$ cat config.mk
export PLATFORM = sky130hd
export DESIGN_NAME = xbus_wait_ctrl
export DESIGN_NICKNAME = d
export VERILOG_FILES = /design/src/rtl/xbwc_pkg.sv /design/src/rtl/xbwc_area_dec.sv /design/src/rtl/xbwc_ack_path.sv /design/src/rtl/xbwc_seq.sv /design/src/rtl/xbus_wait_ctrl.sv
export SDC_FILE = /design/constraint.sdc
export NUM_CORES = 1
export LEC_CHECK = 0
export BUFFER_PORTS_ARGS = -buffer_cell sky130_fd_sc_hd__buf_2
export CORE_ASPECT_RATIO = 0.6
export CORE_MARGIN = 2
export CORE_UTILIZATION = 49
export CTS_CLUSTER_DIAMETER = 150
export CTS_CLUSTER_SIZE = 20
export DETAILED_ROUTE_END_ITERATION = 12
export GPL_TIMING_DRIVEN = 1
export PLACE_DENSITY = 0.75
export SYNTH_ARGS = -nofsm -noshare
export SYNTH_HDL_FRONTEND = slang
export SYNTH_SLANG_ARGS = --single-unit
export TNS_END_PERCENT = 5
$ cat constraint.sdc
create_clock -name clk -period 2.7 [get_ports clk]
set_input_delay 0.54 -clock clk [delete_from_list [all_inputs] [get_ports clk]]
set_output_delay 0.54 -clock clk [all_outputs]
set_load 0.05 [all_outputs]
$ cat src/rtl/xbwc_pkg.sv
// Package: shared constants and field helpers for the wait-state controller.
// Assumes a fixed 24-bit control register with four attribute areas.
package xbwc_pkg;
    localparam int NUM_AREAS = 4;
    localparam int CFG_W     = 24;
    localparam int FIELD_W   = 5;
    localparam int CNT_W     = FIELD_W + 1;
    localparam int IDX_W     = $clog2(NUM_AREAS);
    localparam int DFLT_LO   = 16;
    localparam int PDIS_BIT  = 23;

    // Low bit of the wait field for area i.
    function automatic int fld_lo(input int i);
        case (i)
            0:       return 0;
            1:       return 5;
            2:       return 10;
            default: return 13;
        endcase
    endfunction

    // Mask of valid bits in the wait field for area i.
    function automatic logic [FIELD_W-1:0] fld_mask(input int i);
        return (i >= 2) ? FIELD_W'(7) : FIELD_W'(31);
    endfunction
endpackage

$ cat src/rtl/xbwc_area_dec.sv
// Area decoder: picks the lowest marked area and its minimum wait count,
// and forms the chip-select code. Purely combinational.
// Assumes addr_hi bit i marks area i; no mark selects the default count.
module xbwc_area_dec
    import xbwc_pkg::*;
(
    input  logic [NUM_AREAS-1:0] attr,
    input  logic [CFG_W-1:0]     cfg,
    output logic [FIELD_W-1:0]   wait_sel,
    output logic [NUM_AREAS-1:0] cs_code
);
    logic             hit;
    logic [IDX_W-1:0] idx;
    logic [CFG_W-1:0] shifted;

    // Priority search: the lowest set bit wins, because the loop runs downward.
    always_comb begin
        hit = 1'b0;
        idx = '0;
        for (int i = NUM_AREAS - 1; i >= 0; i--) begin
            if (attr[i]) begin
                hit = 1'b1;
                idx = IDX_W'(i);
            end
        end
    end

    // Pull out the wait field of the winning area, or the default field.
    always_comb begin
        if (hit) begin
            shifted  = cfg >> fld_lo(int'(idx));
            wait_sel = shifted[FIELD_W-1:0] & fld_mask(int'(idx));
        end else begin
            shifted  = cfg >> DFLT_LO;
            wait_sel = shifted[FIELD_W-1:0];
        end
    end

    // Chip-select code: the raw attribute bits, or one-hot on the winner.
    always_comb begin
        if (cfg[PDIS_BIT])
            cs_code = attr;
        else if (hit)
            cs_code = NUM_AREAS'(1) << idx;
        else
            cs_code = '0;
    end
endmodule

$ cat src/rtl/xbwc_ack_path.sv
// Acknowledge path: either the raw synchronous input or a two-flop
// synchronized copy, chosen by sync_sel. Output is active high.
// Assumes ack_n idles high (deasserted); the flops reset to that level.
module xbwc_ack_path #(
    parameter int SYNC_STAGES = 2
) (
    input  logic clk,
    input  logic rst_n,
    input  logic ack_n,
    input  logic sync_sel,
    output logic ack_ok
);
    logic [SYNC_STAGES-1:0] chain;

    // Shift the pin level through the synchronizer chain.
    always_ff @(posedge clk) begin
        if (!rst_n)
            chain <= '1;
        else
            chain <= {chain[SYNC_STAGES-2:0], ack_n};
    end

    // Choose between the direct and the synchronized level.
    always_comb begin
        ack_ok = sync_sel ? !chain[SYNC_STAGES-1] : !ack_n;
    end
endmodule

$ cat src/rtl/xbwc_seq.sv
// Access sequencer: loads the minimum count at start, counts it down,
// then waits for acknowledge (unless the count was zero), drops the
// chip-selects and pulses done. Assumes start only arrives while idle.
module xbwc_seq
    import xbwc_pkg::*;
#(
    parameter bit EXTRA_TRAIL = 1'b1
) (
    input  logic                 clk,
    input  logic                 rst_n,
    input  logic                 start,
    input  logic [FIELD_W-1:0]   start_wait,
    input  logic [NUM_AREAS-1:0] start_cs,
    input  logic                 start_pdis,
    input  logic                 ack_hit,
    output logic                 busy,
    output logic                 zw,
    output logic                 pdis,
    output logic [CNT_W-1:0]     cnt,
    output logic [NUM_AREAS-1:0] cs,
    output logic                 done
);
    logic trail;

    generate
        if (EXTRA_TRAIL) begin : g_trail
            assign trail = (start_wait >= FIELD_W'(3)) && (start_wait <= FIELD_W'(7));
        end else begin : g_no_trail
            assign trail = 1'b0;
        end
    endgenerate

    // Run one access: load, count down, then wait for acknowledge.
    always_ff @(posedge clk) begin
        if (!rst_n) begin
            busy <= 1'b0;
            zw   <= 1'b0;
            pdis <= 1'b0;
            cnt  <= '0;
            cs   <= '0;
            done <= 1'b0;
        end else if (start) begin
            busy <= 1'b1;
            zw   <= (start_wait == '0);
            pdis <= start_pdis;
            cnt  <= CNT_W'(start_wait) + CNT_W'(trail);
            cs   <= start_cs;
            done <= 1'b0;
        end else if (busy) begin
            if (cnt != '0) begin
                cnt  <= cnt - CNT_W'(1);
                done <= 1'b0;
            end else if (zw || ack_hit) begin
                busy <= 1'b0;
                cs   <= '0;
                done <= 1'b1;
            end else begin
                done <= 1'b0;
            end
        end else begin
            done <= 1'b0;
        end
    end
endmodule

$ cat src/rtl/xbus_wait_ctrl.sv
// External bus wait-state controller top. Holds the control register,
// decodes the area, routes acknowledge and runs one access at a time.
// Assumes the core keeps addr_hi stable during the request cycle only.
module xbus_wait_ctrl
    import xbwc_pkg::*;
#(
    parameter bit EXTRA_TRAIL = 1'b1,
    parameter int SYNC_STAGES = 2
) (
    input  logic                 clk,
    input  logic                 rst_n,
    input  logic                 cfg_wr,
    input  logic [CFG_W-1:0]     cfg_wdata,
    input  logic                 req,
    input  logic [NUM_AREAS-1:0] addr_hi,
    input  logic                 mstr,
    input  logic                 ack_n,
    input  logic                 ack_sync,
    output logic [NUM_AREAS-1:0] cs_o,
    output logic                 done_o
);
    logic [CFG_W-1:0]     cfg_q;
    logic [FIELD_W-1:0]   wait_sel;
    logic [NUM_AREAS-1:0] cs_code;
    logic                 ack_ok;
    logic                 seq_busy;
    logic                 seq_zw;
    logic                 seq_pdis;
    logic [CNT_W-1:0]     seq_cnt;
    logic                 start;
    logic                 cfg_unused;

    assign cfg_unused = ^cfg_q[PDIS_BIT-1:DFLT_LO+FIELD_W];

    // Control register: written as a whole and cleared by reset.
    always_ff @(posedge clk) begin
        if (!rst_n)
            cfg_q <= '0;
        else if (cfg_wr)
            cfg_q <= cfg_wdata;
    end

    // Accept a request only while idle and holding the bus.
    always_comb begin
        start = req && mstr && !seq_busy;
    end

    xbwc_area_dec i_dec (
        .attr     (addr_hi),
        .cfg      (cfg_q),
        .wait_sel (wait_sel),
        .cs_code  (cs_code)
    );

    xbwc_ack_path #(.SYNC_STAGES(SYNC_STAGES)) i_ack (
        .clk      (clk),
        .rst_n    (rst_n),
        .ack_n    (ack_n),
        .sync_sel (ack_sync),
        .ack_ok   (ack_ok)
    );

    xbwc_seq #(.EXTRA_TRAIL(EXTRA_TRAIL)) i_seq (
        .clk        (clk),
        .rst_n      (rst_n),
        .start      (start),
        .start_wait (wait_sel),
        .start_cs   (cs_code),
        .start_pdis (cfg_q[PDIS_BIT]),
        .ack_hit    (ack_ok && mstr),
        .busy       (seq_busy),
        .zw         (seq_zw),
        .pdis       (seq_pdis),
        .cnt        (seq_cnt),
        .cs         (cs_o),
        .done       (done_o)
    );
endmodule

==> results of run 1 <==
[routing by layer]
metal,track usage [%],wire (um),vias up
met5,0,0,-
met4,3.968,7,0
met3,5.039,183,2
met2,28.26,1561,35
met1,29.20,2207,754
li1,-,-,842
[power by group through the flow]
stage / clock network, mW / logic, mW / registers (mW)
floorplan: 0 / 0.157 / 0.618
global placement: 0 / 0.226 / 0.617
detailed placement: 0 / 0.230 / 0.617
CTS: 0.500 / 0.231 / 0.605
global route: 0.528 / 0.262 / 0.611
finish: 0.495 / 0.231 / 0.605
[sequential cells by signal, summed over array words and instances (netlist names)]
name / cells
i_seq.done: 1
cfg_q: 22
i_seq.busy: 1
i_seq.cnt: 6
i_ack.chain: 2
i_seq.cs: 4
i_seq.zw: 1
[logic make-up (layout without fill, tap and decap cells)]
logic type               after synthesis  after routing  synth area share (%)
adder cells (fa/ha/maj)                4              4                 2.574
AO/OA/AOI/OAI                         44             44                 16.15
flip-flops                            37             37                 38.10
XOR/XNOR                               6              6                 2.703
AND/OR/NAND/NOR                       80             80                 24.65
buffers and inverters                 18             62                 3.989
multiplexers                          23             23                 11.84
[Yosys cell counts (3+ instances only)]
cell type,n
o21ai_0,6
nor2b_1,25
nand2_1,15
a21oi_1,8
nand2b_1,5
ha_1,4
nor3_1,4
nand3_1,9
clkbuf_1,9
mux2i_1,23
dfxtp_1,37
o22ai_1,3
xor2_1,4
o211ai_1,5
a21boi_0,6
inv_1,5
nor2_1,6
[metrics by stage]
stage                     total power, mW  cells  util [%]  instance area [um2]
final                               1.331    303     62.40                 2336
after global routing                1.400    303     62.40                 2336
after CTS                           1.336    303     62.40                 2336
after detailed placement           0.8469    295     59.29                 2220
after global placement             0.8429    295     59.29                 2220
after floorplan                    0.7749    212         -                 1944
[worst max-delay path, cell delays in order]
cell and delay, ns:
buf_2 0.12, buf_4 0.17, nor4_4 0.26, buf_4 0.20, o21ai_0 0.08, o211ai_1 0.15
nor2_1 0.09, ha_1 0.21, ha_1 0.20, and4bb_1 0.21, xor2_1 0.16, o22ai_1 0.14
[worst min-delay path by stage]
stage,end,depth (start not counted)
after CTS,i_ack.chain[1],1
after global routing,i_ack.chain[1],1
final,i_ack.chain[1],1
after detailed placement,i_ack.chain[1],1
after global placement,i_ack.chain[1],1
after floorplan,i_ack.chain[1],1
[layout make-up]
cell class	instances	share of cell area, %
clock buffers	7	3.696
clock inverters	1	1.285
inverters	5	0.8034
multi-input cells	157	48.21
flip-flops and latches	37	31.71
well taps	47	2.517
repair buffers	49	11.78
==> impl_metrics.toml, run 1 <==
[cells_and_area]
syn_to_final_growth_pct = 20.14
multi_input_area_mm2 = 0.001126
regArea_um2 = 740.7
final_cell_mix = "dfxtp_1 (37), buf_2 (37), nor2b_1 (25)"
fillers = 345
antenna-diode-count = 0
drive_above_1_share_pct = 24.22
nets = 294

[timing]
relSlewSlack_pct = 56.50
finClkSkew_ns = 0.005353
fin_hold_ws_ns = 0.4065
finalHoldViolCount = 0
period_needed_ns = 2.323
fmax_mhz = 430.4
tns_ns = 0
period_share_pct = 86.05
finalSetupViolCount = 0
fin_ws_ns = 0.3766
max_slew.worst_pin.slew_ns = 0.6524
finalMaxSlewViolations = 0
rsz0062_at_grt = "false"

[logic_synthesis]
synth_top_area_share_pct = 38.10
syn_area_mm2 = 0.001944
synth.avg_cell_area_um2 = 9.172
yosysWarnings = 0
synthTopCellsByArea = "dfxtp_1 (38%), mux2i_1 (12%), nor2b_1 (8.0%)"
postSynthCellCount = 212
async_flop_share_pct = 0
ys_types = 48
synth.largest_area_cell = "dfxtp_1"
ys_ff_latch = 37
syn_nets = 251
ys_seq_area_share_pct = 38.10
ys.flop_type = "dfxtp_1"
synth_edf_count = 0

[critical_path]
critPathLaunchType = "input pin"
endpoint = "i_seq.cnt[4]"
crit_start = "addr_hi[2]"
crit_type = "input pin to flop"
rr_startpoint = "cfg_q[13]"
reg2regPathDepth = 10
rr_endpoint = "i_seq.cnt[4]"
crit_arrival_ns = 2.53
crit_fanout = 8
endpoint_kind = "flop"
reg2reg_slack_ns = 0.58
required_ns = 2.91

[run]
cap_violations = 0

[placement]
gp_congestion = 0.8139
io_buffer_count = 37
place_hpwl_um = 2950
place_ws_ns = 0.1287

[floorplan]
dieArea_mm2 = 0.004505
start_util_pct = 51.94
die_w_um = 85.33
fp-row-count = 17
boundaryPins = 40
core_mm2 = 0.003744
die_h_um = 52.80

[grt]
grt_pass1_vias = 1497
gr-total-overflow = 0
grt_pass1_wl_um = 6872
gr-usage-all-layers_pct = 19.61
antenna_found_initial = 0
grt_start_max_net_pins = 23

[clock_tree]
cts_sinks = 37
post-cts-setup-buffers = 0
cts_tree = "done"
cts_max_path_buffers = 2
cts_hold_buf = 0
cts_htree_levels = 2
cts_inserted_buffers = 5
clk_pin_slew_ns = 0.07
clock_latency_ns = 0.28
clock-root-buffer = "clkbuf_8"
cts_resized = 0

[power]
p_per_area_mw_per_mm2 = 569.9
p_leak_nw = 0.9976
power_frac_comb_pct = 17.4
clkPwrFrac_pct = 37.2
seqPwrFrac_pct = 45.5
p_switching_uw = 341.3
p_int_uw = 990.0
swShare_pct = 25.64
ir_drop_uv = 325.4

[route]
drc_errors = 0
detail_route.iter0.violations = 103
viasPerCell = 5.389
wl_per_cell_um = 13.07
ant_nets = 0
postRouteWirelength_um = 3959
via_count = 1633
dr.pass1.iters = 5

[hold_path]
hold_class = "flop to flop"
hold_start = "i_ack.chain[0]"

[status]
status = "finished, final reports clean"
Note: power is estimated with default switching activity, not from simulation.
==> run 2: changes to the inputs <==
==> constraint.sdc (replaced) <==
create_clock -name clk -period 2.1 [get_ports clk]
set_input_delay 0.42 -clock clk [delete_from_list [all_inputs] [get_ports clk]]
set_output_delay 0.42 -clock clk [all_outputs]
set_load 0.05 [all_outputs]
==> run 2 against run 1 <==
Net effect: via count increased by 7.5%; setup slack got worse by 0.37 ns; first-iteration DRC count decreased by 15%; routed wire length increased by 17%; die area unchanged; sequential power increased by 29%; critical endpoint unchanged; largest cell class unchanged.
==> impl_metrics.toml, run 2 (synthesis results as in run 1) <==
[status]
status = "finished, final reports clean"

[critical_path]
crit_chain = "buf_4 > nor4_4 > buf_4 > o21ai_1 > o211ai_1 > nor2_1 > ha_2 > ha_4 > and4bb_1 > xor2_1 > o22ai_1"
crit_fanout = 7
slowest_stage = "nor4_4"
rr_startpoint = "cfg_q[13]"
reg2reg_slack_ns = 0.006
endpoint_kind = "flop"
crit_type = "input pin to flop"
crit_top_cell = "buf_4"
crit_arrival_ns = 2.32
critPathLaunchType = "input pin"
reg2regPathDepth = 10
critPathMaxStageDelay_ns = 0.35
rr_endpoint = "i_seq.cnt[4]"
required_ns = 2.32

[clock_tree]
cts_htree_levels = 2
cts_tree = "done"
clock-root-buffer = "clkbuf_8"
clock_latency_ns = 0.30
clk_pin_slew_ns = 0.08
cts_inserted_buffers = 5
cts_sinks = 37
cts_max_path_buffers = 2
cts_hold_buf = 0

[grt]
gr-total-overflow = 0
gr-usage-all-layers_pct = 21.61
antenna_found_initial = 0
grt_pass1_wl_um = 7369
grt_pass1_vias = 1561
grt_start_max_net_pins = 23

[floorplan]
start_util_pct = 51.94
die_h_um = 52.80
boundaryPins = 40
core_mm2 = 0.003744
die_w_um = 85.33
dieArea_mm2 = 0.004505
fp-row-count = 17

[route]
wl_per_cell_um = 14.61
drc_errors = 0
ant_nets = 0
detail_route.iter0.violations = 88
via_count = 1755
dr.pass1.iters = 4
viasPerCell = 5.536
postRouteWirelength_um = 4631

[placement]
gp_congestion = 0.7747
io_buffer_count = 37
place_hpwl_um = 3210

[timing]
period_needed_ns = 2.094
fmax_mhz = 477.6
rsz0062_at_grt = "true"
tns_ns = 0
finalHoldViolCount = 0
finalMaxSlewViolations = 0
period_share_pct = 99.70
relSlewSlack_pct = 56.82
finalSetupViolCount = 0
max_slew.worst_pin.slew_ns = 0.6476
finClkSkew_ns = 0.005513

[power]
p_switching_uw = 490.7
p_leak_nw = 1.109
swShare_pct = 26.03
ir_drop_uv = 645.1
seqPwrFrac_pct = 41.4
p_per_area_mw_per_mm2 = 732.6
power_frac_comb_pct = 18.2
clkPwrFrac_pct = 40.4
p_int_mw = 1.395

[cells_and_area]
postLayoutCoreUtil_pct = 68.75
antenna-diode-count = 0
regMostFlops = "cfg_q"
top_regs = "cfg_q x22, i_seq.cnt x6, i_seq.cs x4"
layout_commonest_cell = "dfxtp_1"
nets = 308
final_cell_mix = "dfxtp_1 (36), buf_2 (33), buf_4 (26)"
fillers = 291
largest_reg_flops = 22
regArea_um2 = 742.0
drive_above_1_share_pct = 32.22
syn_to_final_growth_pct = 32.37
multi_input_area_mm2 = 0.001185

[hold_path]
hold_depth = 2
hold_class = "input pin to flop"
whs_endpoint = "i_ack.chain[0]"
hold_start = "ack_n"

[run]
cap_violations = 0
==> run 2: power by group through the flow <==
stage | clock (mW) | sequential (mW) | combinational [mW]
floorplan | 0 | 0.795 | 0.206
global placement | 0 | 0.793 | 0.304
detailed placement | 0 | 0.795 | 0.312
CTS | 0.771 | 0.779 | 0.318
global route | 0.801 | 0.787 | 0.382
finish | 0.762 | 0.781 | 0.343
==> run 2: cell type report <==
| type | count | area share [%] |
|---|---|---|
| tap | 47 | 2.285 |
| clock inverter | 3 | 2.674 |
| clock buffer | 5 | 2.674 |
| inverter | 5 | 0.7292 |
| multi-input combinational | 157 | 46.04 |
| sequential | 37 | 28.83 |
| timing repair buffer | 63 | 16.77 |
==> run 2: worst max path at each step <==
stage | start | to | slack (ns) | cells after the start
after floorplan | addr_hi[1] | i_seq.cnt[4] | -0.23 | 12
after global placement | addr_hi[3] | i_seq.cnt[4] | -0.27 | 11
after detailed placement | addr_hi[1] | i_seq.cnt[4] | -0.33 | 11
after CTS | addr_hi[1] | i_seq.cnt[4] | 0.002 | 11
after global routing | addr_hi[0] | i_seq.cnt[4] | -0.09 | 12
final | addr_hi[0] | i_seq.cnt[4] | 0.006 | 11
==> run 2: critical path: cells and delay by family <==
| family | cells | cell delay (ns) |
|---|---|---|
| fa+ha+maj | 2 | 0.38 |
| simple gates | 3 | 0.65 |
| xor+xnor | 1 | 0.16 |
| buf+inv | 2 | 0.33 |
| compound gates | 3 | 0.40 |
==> run 2: per-layer routing <==
layer | routed length, um | GRT usage, %
met1 | 2312 | 29.77
met2 | 1974 | 32.42
met3 | 269 | 6.142
met4 | 74 | 7.407
met5 | 0 | 0
==> run 2: stage by stage <==
step | hold slack, ns | instances | power, mW | setup WS, ns | instance area (um2)
after floorplan | 0.3863 | 212 | 1.001 | -0.2324 | 1971
after global placement | 0.3893 | 302 | 1.097 | -0.2652 | 2286
after detailed placement | 0.3980 | 302 | 1.107 | -0.3282 | 2286
after CTS | 0.3252 | 313 | 1.869 | 0.002240 | 2454
after global routing | 0.3315 | 317 | 1.970 | -0.09466 | 2574
final | 0.3278 | 317 | 1.885 | 0.006364 | 2574
==> run 2: timing repair <==
item / in CTS / in global routing
endpoints found under the setup margin: 1 / 3
setup buffers: 3 / 3
gates cloned: 0 / 1
pin swaps: 3 / 12
gates resized for setup: 2 / 21
